==> config.mk <==
export PLATFORM = sky130hd
export DESIGN_NAME = dirh_home_ctrl
export DESIGN_NICKNAME = d
export VERILOG_FILES = /design/src/rtl/dirh_pkg.sv /design/src/rtl/dirh_entry_store.sv /design/src/rtl/dirh_owner_enc.sv /design/src/rtl/dirh_decide.sv /design/src/rtl/dirh_home_ctrl.sv
export SDC_FILE = /design/constraint.sdc
export NUM_CORES = 1
export LEC_CHECK = 0
export ABC_AREA = 1
export BUFFER_PORTS_ARGS = -buffer_cell sky130_fd_sc_hd__buf_2
export CORE_ASPECT_RATIO = 1.25
export CORE_MARGIN = 2
export CORE_UTILIZATION = 50
export DETAILED_ROUTE_END_ITERATION = 8
export PLACE_DENSITY = 0.81
export SYNTH_ARGS = -nofsm -noshare
export SYNTH_HDL_FRONTEND = slang
export SYNTH_SLANG_ARGS = --single-unit
==> constraint.sdc <==
create_clock -name clk -period 4.9 [get_ports clk]
set_clock_uncertainty 0.05 [all_clocks]
set_input_delay 0 -clock clk [delete_from_list [all_inputs] [get_ports clk]]
set_output_delay 0 -clock clk [all_outputs]
set_load 0.02 [all_outputs]
==> src/rtl/dirh_pkg.sv <==
package dirh_pkg;
   typedef enum logic [2:0] {
      MSG_READ   = 3'd0,
      MSG_RDEX   = 3'd1,
      MSG_REVISE = 3'd2,
      MSG_HINT   = 3'd3,
      MSG_DONE   = 3'd4
   } msg_e;

   typedef enum logic [1:0] {
      RPL_DATA   = 2'd0,
      RPL_DATAEX = 2'd1,
      RPL_OWNER  = 2'd2,
      RPL_NACK   = 2'd3
   } rpl_e;

   typedef enum logic [1:0] {
      ST_IDLE = 2'd0,
      ST_LOOK = 2'd1,
      ST_MEMW = 2'd2,
      ST_RESP = 2'd3
   } st_e;
endpackage

==> src/rtl/dirh_entry_store.sv <==
module dirh_entry_store #(
   parameter int NODES  = 8,
   parameter int BLOCKS = 16,
   localparam int BW    = $clog2(BLOCKS)
) (
   input  logic             clk,
   input  logic             rst_n,
   input  logic [BW-1:0]    rd_blk,
   output logic [NODES-1:0] rd_pres,
   output logic             rd_dirty,
   output logic             rd_busy,
   input  logic             wr_en,
   input  logic [BW-1:0]    wr_blk,
   input  logic [NODES-1:0] wr_pres,
   input  logic             wr_dirty,
   input  logic             wr_busy
);
   logic [NODES-1:0] pres_arr  [BLOCKS];
   logic             dirty_arr [BLOCKS];
   logic             busy_arr  [BLOCKS];

   for (genvar g = 0; g < BLOCKS; g++) begin : g_entry
      logic [NODES-1:0] pres_q;
      logic             dirty_q;
      logic             busy_q;
      always_ff @(posedge clk) begin
         if (!rst_n) begin
            pres_q  <= '0;
            dirty_q <= 1'b0;
            busy_q  <= 1'b0;
         end else if (wr_en && (wr_blk == BW'(g))) begin
            pres_q  <= wr_pres;
            dirty_q <= wr_dirty;
            busy_q  <= wr_busy;
         end
      end
      assign pres_arr[g]  = pres_q;
      assign dirty_arr[g] = dirty_q;
      assign busy_arr[g]  = busy_q;
   end

   assign rd_pres  = pres_arr[rd_blk];
   assign rd_dirty = dirty_arr[rd_blk];
   assign rd_busy  = busy_arr[rd_blk];
endmodule

==> src/rtl/dirh_owner_enc.sv <==
module dirh_owner_enc #(
   parameter int NODES = 8,
   localparam int NW   = $clog2(NODES)
) (
   input  logic [NODES-1:0] vec,
   output logic [NW-1:0]    idx
);
   always_comb begin
      idx = '0;
      for (int i = 0; i < NODES; i++) begin
         if (vec[i]) idx = NW'(i);
      end
   end
endmodule

==> src/rtl/dirh_decide.sv <==
module dirh_decide
   import dirh_pkg::*;
#(
   parameter int NODES = 8,
   localparam int NW   = $clog2(NODES)
) (
   input  logic [2:0]       kind,
   input  logic [NW-1:0]    src,
   input  logic [NW-1:0]    fwd,
   input  logic [NODES-1:0] cur_pres,
   input  logic             cur_dirty,
   input  logic             cur_busy,
   output logic             upd,
   output logic [NODES-1:0] nxt_pres,
   output logic             nxt_dirty,
   output logic             nxt_busy,
   output logic             mem_rd,
   output logic             mem_wr,
   output logic             has_rsp,
   output logic [1:0]       rsp_kind,
   output logic [NODES-1:0] rsp_vec,
   output logic [NW-1:0]    owner
);
   localparam logic [NODES-1:0] ONE = {{(NODES-1){1'b0}}, 1'b1};

   logic [NODES-1:0] src_bit;
   logic [NODES-1:0] fwd_bit;

   assign src_bit = ONE << src;
   assign fwd_bit = ONE << fwd;

   dirh_owner_enc #(.NODES(NODES)) u_enc (
      .vec (cur_pres),
      .idx (owner)
   );

   always_comb begin
      upd       = 1'b0;
      nxt_pres  = cur_pres;
      nxt_dirty = cur_dirty;
      nxt_busy  = cur_busy;
      mem_rd    = 1'b0;
      mem_wr    = 1'b0;
      has_rsp   = 1'b0;
      rsp_kind  = RPL_NACK;
      rsp_vec   = '0;
      case (msg_e'(kind))
         MSG_READ: begin
            has_rsp = 1'b1;
            if (cur_busy) begin
               rsp_kind = RPL_NACK;
            end else if (cur_dirty) begin
               rsp_kind = RPL_OWNER;
               nxt_busy = 1'b1;
               upd      = 1'b1;
            end else begin
               rsp_kind = RPL_DATA;
               mem_rd   = 1'b1;
               nxt_pres = cur_pres | src_bit;
               upd      = 1'b1;
            end
         end
         MSG_RDEX: begin
            has_rsp = 1'b1;
            if (cur_busy) begin
               rsp_kind = RPL_NACK;
            end else begin
               if (cur_dirty) begin
                  rsp_kind = RPL_OWNER;
               end else begin
                  rsp_kind = RPL_DATAEX;
                  mem_rd   = 1'b1;
                  rsp_vec  = cur_pres & ~src_bit;
               end
               nxt_pres  = src_bit;
               nxt_dirty = 1'b1;
               nxt_busy  = 1'b1;
               upd       = 1'b1;
            end
         end
         MSG_REVISE: begin
            mem_wr    = 1'b1;
            nxt_pres  = cur_pres | fwd_bit;
            nxt_dirty = 1'b0;
            nxt_busy  = 1'b0;
            upd       = 1'b1;
         end
         MSG_HINT: begin
            nxt_pres = cur_pres & ~src_bit;
            upd      = 1'b1;
         end
         MSG_DONE: begin
            nxt_busy = 1'b0;
            upd      = 1'b1;
         end
         default: ;
      endcase
   end
endmodule

==> src/rtl/dirh_home_ctrl.sv <==
module dirh_home_ctrl
   import dirh_pkg::*;
#(
   parameter int NODES  = 8,
   parameter int BLOCKS = 16,
   parameter int DW     = 32,
   localparam int NW    = $clog2(NODES),
   localparam int BW    = $clog2(BLOCKS)
) (
   input  logic             clk,
   input  logic             rst_n,
   input  logic             req_valid,
   output logic             req_ready,
   input  logic [2:0]       req_kind,
   input  logic [NW-1:0]    req_src,
   input  logic [BW-1:0]    req_blk,
   input  logic [NW-1:0]    req_fwd,
   input  logic [DW-1:0]    req_data,
   output logic             rsp_valid,
   input  logic             rsp_ready,
   output logic [1:0]       rsp_kind,
   output logic [NW-1:0]    rsp_dst,
   output logic [NW-1:0]    rsp_owner,
   output logic [NODES-1:0] rsp_sharers,
   output logic [DW-1:0]    rsp_data,
   output logic             mem_en,
   output logic             mem_we,
   output logic [BW-1:0]    mem_addr,
   output logic [DW-1:0]    mem_wdata,
   input  logic [DW-1:0]    mem_rdata
);
   if (NODES < 2) begin : g_bad_nodes
      $error("dirh_home_ctrl: NODES must be at least 2");
   end
   if (BLOCKS < 2 || (1 << BW) != BLOCKS) begin : g_bad_blocks
      $error("dirh_home_ctrl: BLOCKS must be a power of two, at least 2");
   end
   if (DW < 1) begin : g_bad_dw
      $error("dirh_home_ctrl: DW must be positive");
   end

   st_e              state_q;
   logic [2:0]       kind_q;
   logic [NW-1:0]    src_q;
   logic [NW-1:0]    fwd_q;
   logic [BW-1:0]    blk_q;
   logic [DW-1:0]    data_q;

   logic [1:0]       o_kind_q;
   logic [NW-1:0]    o_owner_q;
   logic [NODES-1:0] o_vec_q;
   logic [DW-1:0]    o_data_q;

   logic [NODES-1:0] cur_pres;
   logic             cur_dirty, cur_busy;
   logic             upd, nxt_dirty, nxt_busy;
   logic [NODES-1:0] nxt_pres;
   logic             d_mem_rd, d_mem_wr, d_has_rsp;
   logic [1:0]       d_kind;
   logic [NODES-1:0] d_vec;
   logic [NW-1:0]    d_owner;
   logic             in_look;

   assign in_look = (state_q == ST_LOOK);

   dirh_entry_store #(.NODES(NODES), .BLOCKS(BLOCKS)) u_store (
      .clk      (clk),
      .rst_n    (rst_n),
      .rd_blk   (blk_q),
      .rd_pres  (cur_pres),
      .rd_dirty (cur_dirty),
      .rd_busy  (cur_busy),
      .wr_en    (in_look && upd),
      .wr_blk   (blk_q),
      .wr_pres  (nxt_pres),
      .wr_dirty (nxt_dirty),
      .wr_busy  (nxt_busy)
   );

   dirh_decide #(.NODES(NODES)) u_decide (
      .kind      (kind_q),
      .src       (src_q),
      .fwd       (fwd_q),
      .cur_pres  (cur_pres),
      .cur_dirty (cur_dirty),
      .cur_busy  (cur_busy),
      .upd       (upd),
      .nxt_pres  (nxt_pres),
      .nxt_dirty (nxt_dirty),
      .nxt_busy  (nxt_busy),
      .mem_rd    (d_mem_rd),
      .mem_wr    (d_mem_wr),
      .has_rsp   (d_has_rsp),
      .rsp_kind  (d_kind),
      .rsp_vec   (d_vec),
      .owner     (d_owner)
   );

   always_ff @(posedge clk) begin
      if (!rst_n) begin
         state_q   <= ST_IDLE;
         kind_q    <= '0;
         src_q     <= '0;
         fwd_q     <= '0;
         blk_q     <= '0;
         data_q    <= '0;
         o_kind_q  <= '0;
         o_owner_q <= '0;
         o_vec_q   <= '0;
         o_data_q  <= '0;
      end else begin
         case (state_q)
            ST_IDLE: begin
               if (req_valid) begin
                  kind_q  <= req_kind;
                  src_q   <= req_src;
                  fwd_q   <= req_fwd;
                  blk_q   <= req_blk;
                  data_q  <= req_data;
                  state_q <= ST_LOOK;
               end
            end
            ST_LOOK: begin
               o_kind_q  <= d_kind;
               o_owner_q <= d_owner;
               o_vec_q   <= d_vec;
               o_data_q  <= '0;
               if (!d_has_rsp)    state_q <= ST_IDLE;
               else if (d_mem_rd) state_q <= ST_MEMW;
               else               state_q <= ST_RESP;
            end
            ST_MEMW: begin
               o_data_q <= mem_rdata;
               state_q  <= ST_RESP;
            end
            ST_RESP: begin
               if (rsp_ready) state_q <= ST_IDLE;
            end
            default: state_q <= ST_IDLE;
         endcase
      end
   end

   assign req_ready   = (state_q == ST_IDLE);
   assign rsp_valid   = (state_q == ST_RESP);
   assign rsp_kind    = o_kind_q;
   assign rsp_dst     = src_q;
   assign rsp_owner   = o_owner_q;
   assign rsp_sharers = o_vec_q;
   assign rsp_data    = o_data_q;

   assign mem_en    = in_look && (d_mem_rd || d_mem_wr);
   assign mem_we    = in_look && d_mem_wr;
   assign mem_addr  = blk_q;
   assign mem_wdata = data_q;
endmodule

==> impl_metrics.json, run 1 <==
{
  "layout_min_cycle_time_ns": 3.78,
  "final_antenna_net_count": 0,
  "synth_edf_count": 0,
  "period_share_pct": 77.1,
  "area_delta_synth_final_pct": 20.3,
  "die_y_um": 175,
  "cp.arrival_ns": 3.73,
  "cts_tree": "yes",
  "cpLargestDelayFamily": "simple AND/OR/NAND/NOR gates",
  "ir_worst_vdd_mv": 0.403,
  "yosys.area.top_type": "dfxtp_1",
  "mappedNetlistNets": 1869,
  "crit_path_frequent_cell": "nand2_1",
  "clkSinkCount": 252,
  "grt_pass1_vias": 11800,
  "cp_cell_sequence": "buf_4 -> nor2_2 -> nand2_1 -> nand3_1 -> nand2_1 -> nand2_1 -> nor2_1 -> nand3_1 -> o21ai_0 -> buf_2",
  "met1_usage_pct": 37.7,
  "dp_slack_ns": 1.37,
  "drive_above_1_share_pct": 12.8,
  "cts_root_buf": "clkbuf_16",
  "slew_violations": 0,
  "ys_types": 30,
  "final_cell_area_mm2": 0.0140,
  "cp_num_buf_inv": 2,
  "num_antenna_cells": 0,
  "ios": 169,
  "power_leakage_nw": 6.62,
  "ys_ff_latch": 252,
  "finalSetupViolCount": 0,
  "grt_max_degree": 133,
  "routedWlPerCell_um": 16.8,
  "fin_ws_ns": 1.12,
  "critPathRequiredTime_ns": 4.85,
  "seq_area_frac_synth_pct": 43.4,
  "clock.fmax_ghz": 0.265,
  "fp.dieArea_mm2": 0.0245,
  "cp_max_fo": 60,
  "synth_ff_type": "dfxtp_1",
  "synthCells": 1784,
  "synthArstFlopShare_pct": 0,
  "top_usage_layer": "met2",
  "htree_levels": 1,
  "synth_area_leaders": "dfxtp_1, nand2_1, nor2_1, o21ai_0, nand3_1",
  "die_w_um": 140,
  "coreArea_mm2": 0.0229,
  "drt-pass1-iter-count": 5,
  "rr_startpoint": "mem_addr[0]$_SDFFE_PN0P_",
  "post-route-util_pct": 61.1,
  "clk_pin_slew_ns": 0.06,
  "num_rows": 62,
  "numCtsBuffers": 25,
  "finalHoldViolations": 0,
  "min_from": "rst_n",
  "r2r-end": "rsp_sharers[4]$_SDFFE_PN0P_",
  "multi_input_area_mm2": 0.00573,
  "drv_cap": 0,
  "gp_congestion": 0.896,
  "fin_tns_setup_ns": 0,
  "r2r_setup_slack_ns": 1.24,
  "synth_most_common_cell": "nand2_1",
  "avgSynthCellArea_um2": 6.52,
  "vias": 12300,
  "cp.depth": 10,
  "start_util_pct": 50.8,
  "ctsResizeCount": 0,
  "grt_first_pass_wirelength_mm": 60.4,
  "cpMaxStageDelayCell": "buf_4",
  "crit_path_end_kind": "output pin",
  "postRouteWirelength_mm": 38.0,
  "drcViolationCount": 0,
  "crit_end": "mem_en",
  "tightest_slew_ns": 1.15,
  "grt.total_usage_pct": 30.1,
  "critPathLaunchType": "flip-flop",
  "place_area_mm2": 0.0123,
  "drt_iter0_drc": 1203,
  "port_buffers": 168,
  "setup.worst_path.class": "flip-flop to output pin",
  "ys_warn_count": 0,
  "antenna_found_initial": 0,
  "post_cts_buffers": 0,
  "rr_worst_depth": 11,
  "insertion_delay_ns": 0.55,
  "synth_common_cells": "nand2_1, nor2_1, dfxtp_1",
  "overflow": 0,
  "use_met2_pct": 49.8,
  "cts_buffer_depth": 3,
  "fillers": 1920,
  "via_per_inst": 5.43,
  "syn_area_mm2": 0.0116,
  "hold_slack_ns": 0.155,
  "hp-class": "input pin to flip-flop",
  "critPathLaunch": "mem_addr[0]$_SDFFE_PN0P_",
  "outcome": "complete, no violations",
  "met3_usage_pct": 4.66,
  "cpPeakStageDelay_ns": 0.65,
  "slew_headroom_pct": 23.1,
  "seqCellArea_mm2": 0.00505,
  "post-dp-hpwl_mm": 22.6,
  "yosysTopAreaCellShare_pct": 43.4,
  "fin_nets": 2046,
  "power.density_mw_per_mm2": 424,
  "rsz0062_at_grt": "no"
}
-- timing repair --
item,CTS,global route
hold endpoints to repair,79,0
hold buffers,80,0
endpoints found under the setup margin,0,0
-- per-stage QoR --
| step | power, mW | cells |
|---|---|---|
| 4_1_cts | 5.88 | 2267 |
| 3_3_place_gp | 3.81 | 2142 |
| 2_1_floorplan | 3.41 | 1784 |
| 6_report | 5.93 | 2267 |
| 5_1_grt | 6.16 | 2267 |
| 3_5_place_dp | 3.83 | 2142 |
-- cells in the final DEF, fill, tap and decap left out, types with 17 or more instances in the layout --
master and n:
a21oi_1 75, buf_2 167, clkbuf_16 25, dfxtp_1 251, dlygate4sd3_1 80, inv_1 57, inv_2 17, nand2_1 579
nand3_1 85, nor2_1 376, o21ai_0 189
-- worst min-delay path by stage --
stage / slack (ns) / cells past startpoint / endpoint
global placement: 0.20 / 3 / mem_wdata[12]$_SDFFE_PN0P_
CTS: 0.15 / 3 / u_store.g_entry[1].dirty_q$_SDFFE_PN0P_
detailed placement: 0.21 / 3 / mem_wdata[16]$_SDFFE_PN0P_
floorplan: 0.11 / 2 / rsp_data[0]$_SDFFE_PN0P_
finish: 0.16 / 3 / u_store.g_entry[8].dirty_q$_SDFFE_PN0P_
global route: 0.21 / 3 / u_store.g_entry[8].pres_q[6]$_SDFFE_PN0P_
-- power breakdown --
group          internal (mW)  total [mW]  leakage [nW]  switching, mW
Combinational          0.403        1.58          4.16           1.18
Sequential              2.21        2.33          2.04          0.127
Clock                   1.18        2.02         0.422          0.839
Total                   3.79        5.93          6.62           2.14
-- tightest hold or removal path, stage by stage --
cell	delay (ns)
buf_4	0.41
o21ai_0	0.21
nor2_1	0.05
-- registers in the layout, summed over array words and instances, names as in the netlist, named ones only --
signal	cells
u_store.g_entry.busy_q	16
kind_q	3
u_store.g_entry.pres_q	128
rsp_kind	2
rsp_dst	3
rsp_data	32
fwd_q	3
mem_addr	4
rsp_sharers	8
rsp_owner	3
u_store.g_entry.dirty_q	16
mem_wdata	32
state_q	1
-- cell families after synthesis --
logic type	share of synthesized area, %
AOI/OAI and AO/OA	12.3
DFF	43.4
and+or+nand+nor	36.5
adders and majority gates	0.430
buffers and inverters	7.41
-- routing by layer --
metal | up-vias | routed length (µm)
li1 | 5975 | -
met1 | 5609 | 15100
met2 | 618 | 17600
met3 | 116 | 3210
met4 | 0 | 2100
met5 | - | 0
-- layout make-up --
cell class                      instances  share of cell area, %
Sequential cell                       252                   36.1
Tap cell                              288                   2.58
Inverter                               77                   2.08
Clock inverter                         10                   1.02
Multi-Input combinational cell       1348                   40.9
Timing Repair Buffer                  257                   12.2
Clock buffer                           35                   5.10
Note: power is estimated with default switching activity, not from simulation.
==> inputs of run 2 (changes only) <==
--- a/config.mk
+++ b/config.mk
@@ -5,13 +5,13 @@
 export SDC_FILE = /design/constraint.sdc
 export NUM_CORES = 1
 export LEC_CHECK = 0
-export ABC_AREA = 1
+export ABC_AREA = 0
 export BUFFER_PORTS_ARGS = -buffer_cell sky130_fd_sc_hd__buf_2
 export CORE_ASPECT_RATIO = 1.25
 export CORE_MARGIN = 2
 export CORE_UTILIZATION = 50
 export DETAILED_ROUTE_END_ITERATION = 8
-export PLACE_DENSITY = 0.81
+export PLACE_DENSITY = 0.84
 export SYNTH_ARGS = -nofsm -noshare
 export SYNTH_HDL_FRONTEND = slang
 export SYNTH_SLANG_ARGS = --single-unit
==> constraint.sdc (replaced) <==
create_clock -name clk -period 3.1 [get_ports clk]
set_clock_uncertainty 0.05 [all_clocks]
set_input_delay 0 -clock clk [delete_from_list [all_inputs] [get_ports clk]]
set_output_delay 0 -clock clk [all_outputs]
set_load 0.02 [all_outputs]
==> run 2 against run 1 <==
- combinational power is 13% lower
- flip-flop and latch count stayed put
- largest cell class unchanged
- clock-buffer cell count is 1 lower
- via count is 5.9% lower
- die area is 3.0% higher
- global-route usage is 1.3 points higher
- clock power is 60% higher
- area after synthesis is 3.1% higher
- first-iteration DRC count is 5.4% higher
- largest power group unchanged
- sequential power is 46% higher
==> impl_metrics.json, run 2 <==
{
  "fin_ws_ns": 0.0440,
  "gp_congestion": 1.05,
  "vias": 11600,
  "port_buffers": 168,
  "clock.fmax_ghz": 0.327,
  "final_antenna_net_count": 0,
  "finalSetupViolCount": 0,
  "yosysTopAreaCellShare_pct": 42.1,
  "numCtsBuffers": 25,
  "drcViolationCount": 0,
  "start_util_pct": 50.7,
  "fin_total_pwr_mw": 8.01,
  "fin_cells": 1775,
  "ios": 169,
  "drt_iter0_drc": 1268,
  "drive_above_1_share_pct": 26.8,
  "synthCells": 1228,
  "largest_reg_flops": 128,
  "outcome": "complete, no violations",
  "ir_worst_vdd_mv": 0.406,
  "synth-simple-area-share_pct": 14.0,
  "dp_slack_ns": -0.0672,
  "clkSinkCount": 252,
  "final_common_cell": "dfxtp_1",
  "die_w_um": 143,
  "synth_common_cells": "dfxtp_1, nand2_1, a21oi_1",
  "synthAdderAreaFrac_pct": 0.417,
  "fin_nets": 1548,
  "area_delta_synth_final_pct": 24.7,
  "fp.dieArea_mm2": 0.0252,
  "synthArstFlopShare_pct": 0,
  "postRouteWirelength_mm": 41.2,
  "hp-class": "input pin to flip-flop",
  "setup.worst_path.class": "flip-flop to output pin",
  "drt-pass1-iter-count": 6,
  "syn_area_mm2": 0.0120,
  "power_leakage_nw": 5.27,
  "period_share_pct": 98.6,
  "cts_tree": "yes",
  "rsz0062_at_grt": "yes",
  "grt_first_pass_wirelength_mm": 62.8,
  "overflow": 0,
  "critPathRequiredTime_ns": 3.05,
  "coreArea_mm2": 0.0236,
  "power.density_mw_per_mm2": 536,
  "post-dp-hpwl_mm": 23.3,
  "cts_buffer_depth": 3,
  "mappedNetlistNets": 1313,
  "synth_mux_area_share_pct": 15.9,
  "fillers": 1705,
  "tightest_slew_ns": 1.04,
  "synth-xor-area-share_pct": 0,
  "critPathLaunchType": "flip-flop",
  "synth_top_family_by_area": "compound AO/OA/AOI/OAI gates",
  "seq_area_frac_synth_pct": 42.1,
  "regMostFlops": "u_store.g_entry.pres_q",
  "hold_slack_ns": 0.0559,
  "htree_levels": 1,
  "layout_min_cycle_time_ns": 3.06,
  "die_y_um": 177,
  "ys_warn_count": 0,
  "synth_most_common_cell": "dfxtp_1",
  "cp_max_fo": 9,
  "ys_ff_latch": 252,
  "num_rows": 63,
  "crit_path_end_kind": "output pin",
  "slew_headroom_pct": 30.4,
  "yosys.area.top_type": "dfxtp_1",
  "synth_compound_area_share_pct": 21.1,
  "synth_area_leaders": "dfxtp_1, mux2i_1, mux4_2, a21oi_1, nand2_1",
  "drv_cap": 0,
  "finalHoldViolations": 0,
  "antenna_found_initial": 3,
  "cp.arrival_ns": 3.01,
  "insertion_delay_ns": 0.53,
  "grt_pass1_vias": 11600,
  "dp_cells": 1637,
  "grt.total_usage_pct": 31.4,
  "slew_violations": 0,
  "routedWlPerCell_um": 23.2,
  "cts_root_buf": "clkbuf_16",
  "avgSynthCellArea_um2": 9.76,
  "via_per_inst": 6.53,
  "synth_edf_count": 0,
  "synth_ff_type": "dfxtp_1",
  "clk_pin_slew_ns": 0.06,
  "grt_max_degree": 102,
  "final_cell_mix": "dfxtp_1, buf_2, nand2_1, a21oi_1, mux2i_1",
  "ys_types": 70
}
run 2: logic make-up (layout without fill, tap and decap cells):
family | after synthesis | after routing
adder cells (fa/ha/maj) | 4 | 4
buffers and inverters | 122 | 373
flip-flops | 252 | 252
multiplexers | 145 | 145
AO/OA/AOI/OAI | 349 | 349
other | 0 | 3
AND/OR/NAND/NOR | 356 | 357
run 2: cell type report:
class,instances,area (µm²),area share [%]
multi-input combinational,855,6320,42.3
sequential,252,5050,33.8
timing repair buffer,319,2310,15.4
clock buffer,34,699,4.68
tap,292,365,2.44
clock inverter,10,160,1.07
inverter,10,42.5,0.284
antenna,3,7.51,0.0502
run 2: worst paths after layout:
| check | start | endpoint | slack, ns | cells past startpoint |
|---|---|---|---|---|
| max | mem_addr[1]$_SDFFE_PN0P_ | mem_en | 0.04 | 9 |
| max reg2reg | mem_addr[1]$_SDFFE_PN0P_ | u_store.g_entry[7].pres_q[4]$_SDFFE_PN0P_ | 0.08 | 8 |
| min reg2reg | u_store.g_entry[5].pres_q[0]$_SDFFE_PN0P_ | u_store.g_entry[5].pres_q[0]$_SDFFE_PN0P_ | 0.41 | 2 |
| min | req_valid | flip-flop | 0.06 | 5 |
run 2: critical path: stages (launching register included):
cell and delay (ns):
dfxtp_4 0.39, buf_12 0.15, mux4_1 0.55, mux2_4 0.29, or3b_4 0.41, and2_4 0.22, nor2_1 0.09, nor2_1 0.05
nor2_1 0.17, buf_4 0.17
run 2: timing repair:
action,in CTS,in global routing
endpoints found under the hold margin,101,0
pin swaps,0,2
endpoints found under the setup margin,22,90
hold buffers,79,0
gates cloned,0,1
gates resized for setup,10,24
buffers inserted,0,11
run 2: through the flow:
| stage | TNS (ns) | util [%] | area, µm² |
|---|---|---|---|
| 2_1_floorplan | 0 | - | 12000 |
| 3_3_place_gp | -0.0333 | 55.1 | 13000 |
| 3_5_place_dp | -0.530 | 55.1 | 13000 |
| 4_1_cts | -0.545 | 62.3 | 14700 |
| 5_1_grt | -0.0565 | 63.2 | 15000 |
| 6_report | 0 | 63.2 | 15000 |
run 2: metal layers:
layer	part of all wire [%]	global-route usage, %	vias to the layer above
met3	8.5	6.66	270
met1	35	34.4	5574
met5	0.083	1.82	-
met4	8.1	23.8	2
met2	48	53.0	773
li1	-	-	4973
run 2: power by group:
group / internal (mW) / total [mW] / switching, mW
clock network: 1.92 / 3.24 / 1.32
logic: 0.521 / 1.37 / 0.848
registers: 3.32 / 3.41 / 0.0821
total: 5.76 / 8.01 / 2.25
==> inputs of run 3 (changes only) <==
--- a/config.mk
+++ b/config.mk
@@ -11,6 +11,8 @@
 export CORE_MARGIN = 2
 export CORE_UTILIZATION = 50
 export DETAILED_ROUTE_END_ITERATION = 8
+export GPL_TIMING_DRIVEN = 0
+export HOLD_SLACK_MARGIN = 0.1
 export PLACE_DENSITY = 0.84
 export SYNTH_ARGS = -nofsm -noshare
 export SYNTH_HDL_FRONTEND = slang
==> run 3 against run 2 <==
- routed wire length increased by 4.2%
- combinational power is 7% higher
- maximum frequency decreased by 0.80%
- via count grew 3.7%
- highest routed layer is now met4
- clock power down 2%
- non-clock buffer count increased by 76
- global-route usage increased by 1.6 points
- largest power group unchanged
- critical path depth up 1
==> impl_metrics.json, run 3 (synthesized netlist as in run 2, its figures left out) <==
{
  "outcome": "complete, no violations",
  "postRouteWirelength_mm": 42.9,
  "critPathLaunchType": "flip-flop",
  "drv_cap": 0,
  "antenna_found_initial": 0,
  "fillers": 1594,
  "die_w_um": 143,
  "htree_levels": 1,
  "clock.fmax_ghz": 0.325,
  "layout_min_cycle_time_ns": 3.08,
  "critPathRequiredTime_ns": 3.45,
  "final_cell_mix": "dfxtp_1, buf_2, nand2_1, a21oi_1, mux2i_1",
  "final_common_cell": "dfxtp_1",
  "tightest_slew_ns": 0.739,
  "cp_cell_sequence": "buf_12 -> buf_12 -> buf_4 -> mux4_2 -> o22a_1 -> o21a_1 -> o31a_1 -> o41ai_4 -> buf_4 -> o21ai_0",
  "cpPeakStageDelay_ns": 0.53,
  "final_antenna_net_count": 0,
  "via_per_inst": 6.50,
  "clk_pin_slew_ns": 0.06,
  "finalSetupViolCount": 0,
  "num_rows": 63,
  "power.density_mw_per_mm2": 520,
  "insertion_delay_ns": 0.53,
  "r2r_setup_slack_ns": 0.02,
  "post-dp-hpwl_mm": 26.6,
  "cp.arrival_ns": 3.43,
  "drt_iter0_drc": 1400,
  "slew_headroom_pct": 50.4,
  "finalHoldViolations": 0,
  "crit_path_end_kind": "flip-flop",
  "routedWlPerCell_um": 23.2,
  "cts_root_buf": "clkbuf_16",
  "ir_worst_vdd_mv": 0.470,
  "clkSinkCount": 252,
  "cts_buffer_depth": 3,
  "gp_congestion": 0.947,
  "regMostFlops": "u_store.g_entry.pres_q",
  "overflow": 0,
  "setup.worst_path.class": "flip-flop to flip-flop",
  "grt.total_usage_pct": 33.1,
  "largest_reg_flops": 128,
  "cp_max_fo": 8,
  "ios": 169,
  "fin_nets": 1624,
  "hp-class": "input pin to flip-flop",
  "cts_tree": "yes",
  "fp.dieArea_mm2": 0.0252,
  "period_share_pct": 99.4,
  "slew_violations": 0,
  "drt-pass1-iter-count": 8,
  "power_leakage_nw": 5.47,
  "post-route-util_pct": 65.3,
  "start_util_pct": 50.7,
  "grt_max_degree": 15,
  "grt_first_pass_wirelength_mm": 65.6,
  "fin_tns_setup_ns": 0,
  "cpMaxStageDelayCell": "mux4_2",
  "grt_pass1_vias": 12200,
  "coreArea_mm2": 0.0236,
  "die_y_um": 177,
  "port_buffers": 167,
  "vias": 12000,
  "numCtsBuffers": 25,
  "drcViolationCount": 0,
  "area_delta_synth_final_pct": 28.8,
  "drive_above_1_share_pct": 27.2
}
## run 3: cell count changes in the layout (fill, tap and decap cells not counted), sizes merged
cell         previous run  this run
and2                    6         5
buf                   240       239
bufinv                  4         2
clkbuf                 34       105
clkinvlp                1         2
diode                   3         1
dlygate4sd3            79        87
nor3                   10        11
## run 3: worst max-delay path: cells and delay by family (launching register included)
kind / cells / cell delay [ns]
compound gates: 5 / 1.33
buf+inv: 4 / 0.69
mux: 1 / 0.53
flops: 1 / 0.35
## run 3: layer usage
layer / vias to the layer above / track usage (%) / part of all wire, %
met3: 292 / 5.55 / 8.6
met4: 0 / 25.6 / 9.1
met2: 912 / 57.0 / 48
met5: - / 0 / 0
met1: 5667 / 36.0 / 34
li1: 5147 / - / -
## run 3: cell type report
class	instances	area (µm²)	share of cell area, %
Sequential cell	252	5050	32.7
Tap cell	292	365	2.37
Timing Repair Buffer	283	1990	12.9
Clock buffer	36	747	4.84
Buffer	112	830	5.37
Antenna cell	1	2.50	0.0162
Inverter	10	37.5	0.243
Multi-Input combinational cell	855	6310	40.9
Clock inverter	9	104	0.673
## run 3: report_power, final
| part | internal (mW) | total [mW] | leakage, nW | switching (mW) |
|---|---|---|---|---|
| clock | 1.84 | 3.17 | 0.418 | 1.33 |
| sequential | 3.32 | 3.38 | 2.04 | 0.0570 |
| combinational | 0.562 | 1.47 | 3.01 | 0.910 |
| total | 5.73 | 8.02 | 5.47 | 2.30 |
## run 3: per-stage QoR
stage	hold slack (ns)	worst slack, ns	cell area, µm²	total power [mW]	cells
after floorplan	0.0860	0.170	12000	4.26	1228
after global placement	0.192	-0.609	13200	4.61	1687
after detailed placement	0.196	-0.667	13200	4.63	1687
after CTS	0.208	0.0118	15300	7.87	1840
after global routing	0.242	-0.0248	15400	8.20	1849
final	0.219	0.0193	15400	8.02	1850
## run 3: path summary, 6_finish.rpt
check                                             from                                         end  depth (start not counted)
max                           mem_addr[1]$_SDFFE_PN0P_  u_store.g_entry[11].pres_q[0]$_SDFFE_PN0P_                         10
min                                       req_data[23]                  mem_wdata[23]$_SDFFE_PN0P_                          4
max reg2reg                   mem_addr[1]$_SDFFE_PN0P_  u_store.g_entry[11].pres_q[0]$_SDFFE_PN0P_                         10
min reg2reg  u_store.g_entry[1].pres_q[0]$_SDFFE_PN0P_   u_store.g_entry[1].pres_q[0]$_SDFFE_PN0P_                          2
## run 3: repair_timing
action	in CTS	in global routing
hold buffers	86	0
setup endpoints to repair	146	108
setup buffers	21	9
endpoints found under the hold margin	93	0
pin swaps	11	7
gates cloned	1	0
gates resized for setup	42	23
